--- config.mk ---
export PLATFORM = sky130hd
export DESIGN_NAME = casc_counter
export DESIGN_NICKNAME = d
export VERILOG_FILES = /design/src/rtl/casc_counter.sv
export SDC_FILE = /design/constraint.sdc
export NUM_CORES = 1
export LEC_CHECK = 0
export BUFFER_PORTS_ARGS = -buffer_cell sky130_fd_sc_hd__buf_2
export CORE_MARGIN = 1.5
export CORE_UTILIZATION = 30
export DETAILED_ROUTE_END_ITERATION = 6
export SLEW_MARGIN = 30
export SYNTH_ARGS = -nofsm -noshare
export SYNTH_HDL_FRONTEND = slang
export SYNTH_SLANG_ARGS = --single-unit
--- constraint.sdc ---
create_clock -name clk -period 1.4 [get_ports clk]
set_input_delay 0.07 -clock clk [delete_from_list [all_inputs] [get_ports clk]]
set_output_delay 0.07 -clock clk [all_outputs]
set_load 0.05 [all_outputs]
--- src/rtl/casc_counter.sv ---
module casc_counter #(
  parameter int SLICES = 2
) (
  input  logic                  clk,
  input  logic                  rst_n,
  input  logic                  load_n,
  input  logic                  en_p,
  input  logic                  en_t,
  input  logic [4*SLICES-1:0]   din,
  output logic [4*SLICES-1:0]   count,
  output logic [SLICES-1:0]     slice_carry,
  output logic                  term_cnt
);
  localparam int SW = 4;
  localparam logic [SW-1:0] ONE = {{(SW-1){1'b0}}, 1'b1};

  logic [SLICES:0] tchain;
  assign tchain[0] = en_t;

  for (genvar i = 0; i < SLICES; i++) begin : g_slice
    logic [SW-1:0] nib_q;

    always_ff @(posedge clk) begin
      if (!rst_n)                  nib_q <= '0;
      else if (!load_n)            nib_q <= din[i*SW +: SW];
      else if (en_p && tchain[i])  nib_q <= nib_q + ONE;
    end

    assign count[i*SW +: SW] = nib_q;
    assign slice_carry[i]    = tchain[i] & (&nib_q);
    assign tchain[i+1]       = slice_carry[i];
  end

  assign term_cnt = tchain[SLICES];
endmodule

**After elaboration in Yosys (flattened, before gate mapping)**

Index checks and enable logic that the tools add are counted.

- Logic and storage cells: 16
- Register bits after elaboration: 8
- Input bits: 13
- Output and inout bits: 11

- Mux-type cells: 4
- Reductions and logical operators: 4
- $add $sub $neg: 2
- Bitwise gates (word level): 2
- Eq/ne operators: 2

Operators by type and width:

| cell | number |
|---|---|
| $mux W4 | 4 |
| $add A4 B1 Y4 const B | 2 |
| $reduce_and A4 Y1 | 2 |
| $ne A2 B1 Y1 const B | 2 |
| $and A1 B1 Y1 | 2 |
| $logic_and A1 B1 Y1 | 2 |

**Depth between registers and ports, before layout**

Gate-level depths: netlist of the first run.

- Word-level depth: 5
- Mapped depth: 4
- Mapped depth without buffers: 4

**Worst setup path before layout of the first run**

No wires, ideal clock.

- Path type: register to output
- Start point: reg g_slice[0].nib_q[0]
- End point: out slice_carry[1]
- Path buffers: 1
- Cell stages (with the launch flop): 5
- Setup slack: -0.811 ns
- Arrival time: 2.141 ns
- Required time: 1.330 ns
- Cells stage by stage: dfxtp_1 ha_1 nand4_1 nor2_1 buf_4

- Word-level cells in the longest chain between the ends: 3

RTL lines:

| what | RTL line | text |
|---|---|---|
| start: declaration | 21 | `logic [SW-1:0] nib_q;` |
| start signal: assignment | 25 | `else if (!load_n) nib_q <= din[i*SW +: SW];` |
| start signal: assignment | 26 | `else if (en_p && tchain[i]) nib_q <= nib_q + ONE;` |
| $reduce_and A4 Y1 | 30 | `assign slice_carry[i] = tchain[i] & (&nib_q);` |
| $and A1 B1 Y1 (2 in series) | 30 |  |
| end: declaration | 11 | `output logic [SLICES-1:0] slice_carry,` |

No other way between the ends.

**Worst setup path after layout of the first run**

- Start point: reg g_slice[0].nib_q[1]
- End point: out slice_carry[1]

The elaborated chain is that of the path after synthesis.

==> reports/metrics.csv, run 1 <==
metric;value;unit
status;complete, no violations;
firstDrtPassIters;5;
seqPwrFrac;0.421;
synthSimpleGateAreaFrac;0.235;
synth_top_family_by_area;compound AO/OA/AOI/OAI gates;
hpwlAfterDp;861;um
synthCells;55;
rows;13;
clockBufferDepth;2;
syn_nets;70;
criticalPathCategory;reg2out;
hold_viol_final;0;
intPower;0.407;mW
place_congestion;0.750;
cts_buffers;3;
fin_worst_skew;6.77;ps
cp_slowest_stage_delay;360;ps
min_period_over_period;0.991;
synthDistinctLibCells;21;
synthTopCellsByArea;dfxtp_1, o21ai_0, nand3_1;
critPathCaptureType;output port;
io_pins;24;
mostFrequentLayoutCell;buf_2;
cts_root_buf;clkbuf_4;
first_global_vias;439;
coreArea;1330;um^2
cp.buffers_inverters;2;
remaining_drc_errors;0;
overflow;0;
cap_violations;0;
avgSynthCellArea;8.03;um^2
fmax;720;MHz
synthMuxAreaShare;0;
max-slew-margin-rel;0.829;
clock_latency;260;ps
synth-seq-area-share;0.363;
syn2layout_area_growth;56.4;%
antenna_found_initial;0;
clock_sinks;8;
cp.required;1330;ps
crit_family;flip-flops;
crit_fanout;3;
first_iter_violations;11;
path_clk_slew;60;ps
syn_area;442;um^2
vias_per_cell;5.27;
via_count;522;
ant_nets;0;
nets;100;
crit_path_start_kind;register;
routed_wl;1220;um
htreeDepth;1;
worstMarginPinSlew;257;ps
routedWlPerCell;12.3;um
grt_util_all_layers;0.173;
cp.arrival;1320;ps
synth_top_area_share;0.363;
top_register;g_slice.nib_q;
synth_xor_area_frac;0.0397;
port_buffers;23;
rsz0062_at_grt;yes;
synth_top_area_cell;dfxtp_1;
cpMaxStageDelayCell;dfxtp_4;
diodes;0;
holdCritPathClass;in2reg;
grt_start_max_net_pins;17;
path_cells;ha_4 > nand4_1 > buf_4 > nor2_4 > buf_6;
p_sw_frac;0.348;
fin_cells;99;
power.net_switching;0.217;mW
comb_power_share;0.257;
irDropWorstVdd;0.376;mV
drive_above_1_share;0.536;
mostFrequentLayoutCells;buf_2, o21ai_0, nand3_1;
synth_warnings;0;
setup_viol_count_final;0;
cts.hold.buffers_added;0;
die_w;41.4;um
dp_cells;93;
start_util;0.331;
clkPwrFrac;0.322;
finalMaxSlewViolations;0;
largest_reg_flops;8;
synth-seq-cells;8;
synth-compound-area-share;0.263;
pwr_density_cell;904;nW/um^2
synthAdderAreaFrac;0.0567;
reg.largest.list;g_slice.nib_q x8;
final_util;0.518;
total_leakage_power;0.290;nW
grt_first_pass_wirelength;1800;um
die_y;41.4;um
dieArea;1710;um^2
cts_tree;yes;
period_needed;1390;ps
kinds of logic after synthesis:
logic type               Yosys count
adder cells (fa/ha/maj)            2
flip-flops                         8
buffers and inverters              4
XOR/XNOR                           2
AO/OA/AOI/OAI                     20
AND/OR/NAND/NOR                   19
power by group through the flow:
| stage | registers [mW] | clock network [mW] | logic [mW] |
|---|---|---|---|
| after floorplan | 0.327 | 0 | 0.0421 |
| after global placement | 0.270 | 0 | 0.151 |
| after detailed placement | 0.270 | 0 | 0.151 |
| after CTS | 0.262 | 0.208 | 0.161 |
| after global routing | 0.265 | 0.227 | 0.175 |
| final | 0.263 | 0.201 | 0.160 |
Yosys cell counts (all sizes together):
cell,number
or4,1
xor2,2
o31ai,1
nand4,1
nand3,7
a21oi,2
or3,3
nand2,3
buf,1
clkbuf,1
ha,2
nor2,4
a31oi,4
o21a,1
a211oi,1
dfxtp,8
a311oi,1
o21ai,10
inv,2
metrics by stage:
step                worst slack (ps)  hold WS [ps]  total power [mW]  setup TNS (ps)  cell area [um^2]
global route                   -52.9          48.0             0.668            -105               691
detailed placement              78.5           338             0.421               0               627
global placement                 142           332             0.421               0               627
finish                          12.1          56.6             0.624               0               691
CTS                            -5.61          51.6             0.632           -10.1               683
floorplan                      -32.4           196             0.369           -43.3               493
tightest hold or removal path: stages:
cell and delay (ps):
buf_2 90, nor2_1 70, a211oi_1 50
path summary, 6_finish.rpt:
kind         cells after the start                 from  slack (ps)                   to
min                              3               din[0]          60  g_slice[0].nib_q[0]
max                              5  g_slice[0].nib_q[1]          10       slice_carry[1]
max reg2reg                      4  g_slice[0].nib_q[1]          70  g_slice[1].nib_q[0]
min reg2reg                      2  g_slice[1].nib_q[2]         500  g_slice[1].nib_q[2]
layout make-up:
cell class | instances | area (um^2)
Sequential cell | 8 | 180
Fill cell | 140 | 643
Timing Repair Buffer | 27 | 168
Multi-Input combinational cell | 43 | 290
Clock buffer | 4 | 26.3
Tap cell | 15 | 18.8
Inverter | 2 | 7.51
what timing repair did:
item	in CTS	in global routing
gates resized for setup	5	2
pin swaps	1	0
setup buffers	2	0
endpoints found under the setup margin	3	3
layer usage:
layer / routed length, um / track usage / vias up
met2: 614 / 0.285 / 16
met3: 86 / 0.0957 / 2
met1: 515 / 0.191 / 237
li1: - / - / 267
met5: 0 / 0 / -
met4: 6 / 0.0484 / 0
Power figures use the tool's default switching activity.
==> run 2, diff against run 1 <==
--- a/config.mk
+++ b/config.mk
@@ -9,6 +9,7 @@
 export CORE_MARGIN = 1.5
 export CORE_UTILIZATION = 30
 export DETAILED_ROUTE_END_ITERATION = 6
+export GPL_TIMING_DRIVEN = 0
 export SLEW_MARGIN = 30
 export SYNTH_ARGS = -nofsm -noshare
 export SYNTH_HDL_FRONTEND = slang
==> run 2 against run 1 <==
- wire length grew 5.7%
- setup slack worse by 34 ps
- clock skew shrank 2.8 ps
- final cell count did not move
- sequential power barely moved
- first-iteration DRC count down 36%
- the run now ends with setup timing left
- critical path type unchanged
- register-to-register slack lost 70 ps
- total power decreased by 0.43%
- die area unchanged
==> reports/metrics.csv, run 2 (synthesis results as in run 1) <==
metric;value;unit
worstMarginPinSlew;458;ps
grt_start_max_net_pins;11;
setup_viol_count_final;1;
place_ws;-0.687;ps
antenna_found_initial;0;
first_iter_violations;7;
period_needed;1420;ps
overflow;0;
routed_wl;1290;um
ant_nets;0;
mostFrequentLayoutCell;buf_2;
criticalPathCategory;reg2out;
clock_latency;260;ps
cp.buffers_inverters;2;
clkPwrFrac;0.314;
cp.required;1330;ps
holdCritPathClass;in2reg;
start_util;0.331;
largest_reg_flops;8;
crit_fanout;3;
wl_met2;612;um
vias_per_cell;5.32;
die_w;41.4;um
clockBufferDepth;2;
die_y;41.4;um
cts_buffers;3;
comb_power_share;0.261;
first_global_vias;447;
total_leakage_power;0.289;nW
p_sw_frac;0.361;
seqPwrFrac;0.425;
multi_input_area;297;um^2
hpwlAfterDp;939;um
max-slew-margin-rel;0.695;
power.net_switching;0.224;mW
place_congestion;0.698;
crit_path_start_kind;register;
diodes;0;
route.met3.wl;77;um
num-fill-cells;153;
top_register;g_slice.nib_q;
routedWlPerCell;13.1;um
htreeDepth;1;
fmax;703;MHz
syn2layout_area_growth;56.9;%
cap_violations;0;
port_buffers;23;
wl_met1;588;um
path_clk_slew;60;ps
highest_layer;met4;
setup_ws;-21.6;ps
remaining_drc_errors;0;
clock_sinks;8;
grt_first_pass_wirelength;1970;um
dieArea;1710;um^2
cp_slowest_stage_delay;360;ps
hold_viol_final;0;
cts_root_buf;clkbuf_4;
pwr_density_cell;897;nW/um^2
finalMaxSlewViolations;0;
final_util;0.520;
crit_family;flip-flops;
register_area;180;um^2
cts.hold.buffers_added;0;
intPower;0.397;mW
path_cells;ha_4 > nand4_1 > nor2_4 > buf_6 > buf_8;
drive_above_1_share;0.548;
nets;101;
grt_util_all_layers;0.190;
rows;13;
mostFrequentLayoutCells;buf_2, o21ai_0, nand3_1;
rsz0062_at_grt;yes;
finalPower;0.621;mW
status;complete, but fails checks;
cpMaxStageDelayCell;dfxtp_4;
cts_tree;yes;
io_pins;24;
firstDrtPassIters;4;
coreArea;1330;um^2
min_period_over_period;1.02;
via_count;527;
cp.arrival;1350;ps
irDropWorstVdd;0.350;mV
fin_worst_skew;3.96;ps
reg.largest.list;g_slice.nib_q x8;
violations;setup timing;
critPathCaptureType;output port;
-- run 2: cell type report --
type	count	share of cell area
well taps	15	0.0271
plain buffers	2	0.0217
inverters	2	0.0108
clock buffers	3	0.0325
repair buffers	26	0.220
multi-input cells	43	0.428
flip-flops and latches	8	0.260
-- run 2: routing by layer --
metal,track usage,up-vias
li1,-,270
met1,0.234,238
met2,0.293,17
met3,0.0479,2
met4,0.121,0
met5,0,-
-- run 2: worst paths after layout --
path | start | to | slack [ps] | depth (start not counted)
setup reg to reg | g_slice[0].nib_q[1] | g_slice[1].nib_q[0] | 0 | 4
hold reg to reg | g_slice[1].nib_q[3] | g_slice[1].nib_q[3] | 510 | 2
setup / recovery | g_slice[0].nib_q[1] | slice_carry[1] | -20 | 5
hold / removal | din[1] | g_slice[0].nib_q[1] | 70 | 3
-- run 2: worst reg2reg max path: cells and delay by family, from the launching register on --
family          cells  cell delay (ps)
compound gates      1              180
simple gates        2              630
flops               1              360
fa+ha+maj           1              140
-- run 2: power groups by stage --
| stage | logic (mW) | registers (mW) | clock network, mW |
|---|---|---|---|
| floorplan | 0.0421 | 0.327 | 0 |
| finish | 0.162 | 0.264 | 0.195 |
| global route | 0.179 | 0.267 | 0.212 |
| detailed placement | 0.152 | 0.272 | 0 |
| global placement | 0.150 | 0.271 | 0 |
| CTS | 0.162 | 0.264 | 0.207 |
-- run 2: through the flow --
step / area, um^2 / hold slack (ps) / setup TNS [ps] / cells
finish: 693 / 73.7 / -21.6 / 99
global route: 693 / 65.4 / -200 / 99
CTS: 684 / 69.3 / -25.7 / 99
detailed placement: 627 / 347 / -0.687 / 93
global placement: 627 / 337 / 0 / 93
floorplan: 493 / 196 / -43.3 / 55
-- run 2: what timing repair did --
item	in CTS	in global routing
resized for setup	4	2
setup buffers	3	0
pin swaps	2	0
setup endpoints to repair	3	5
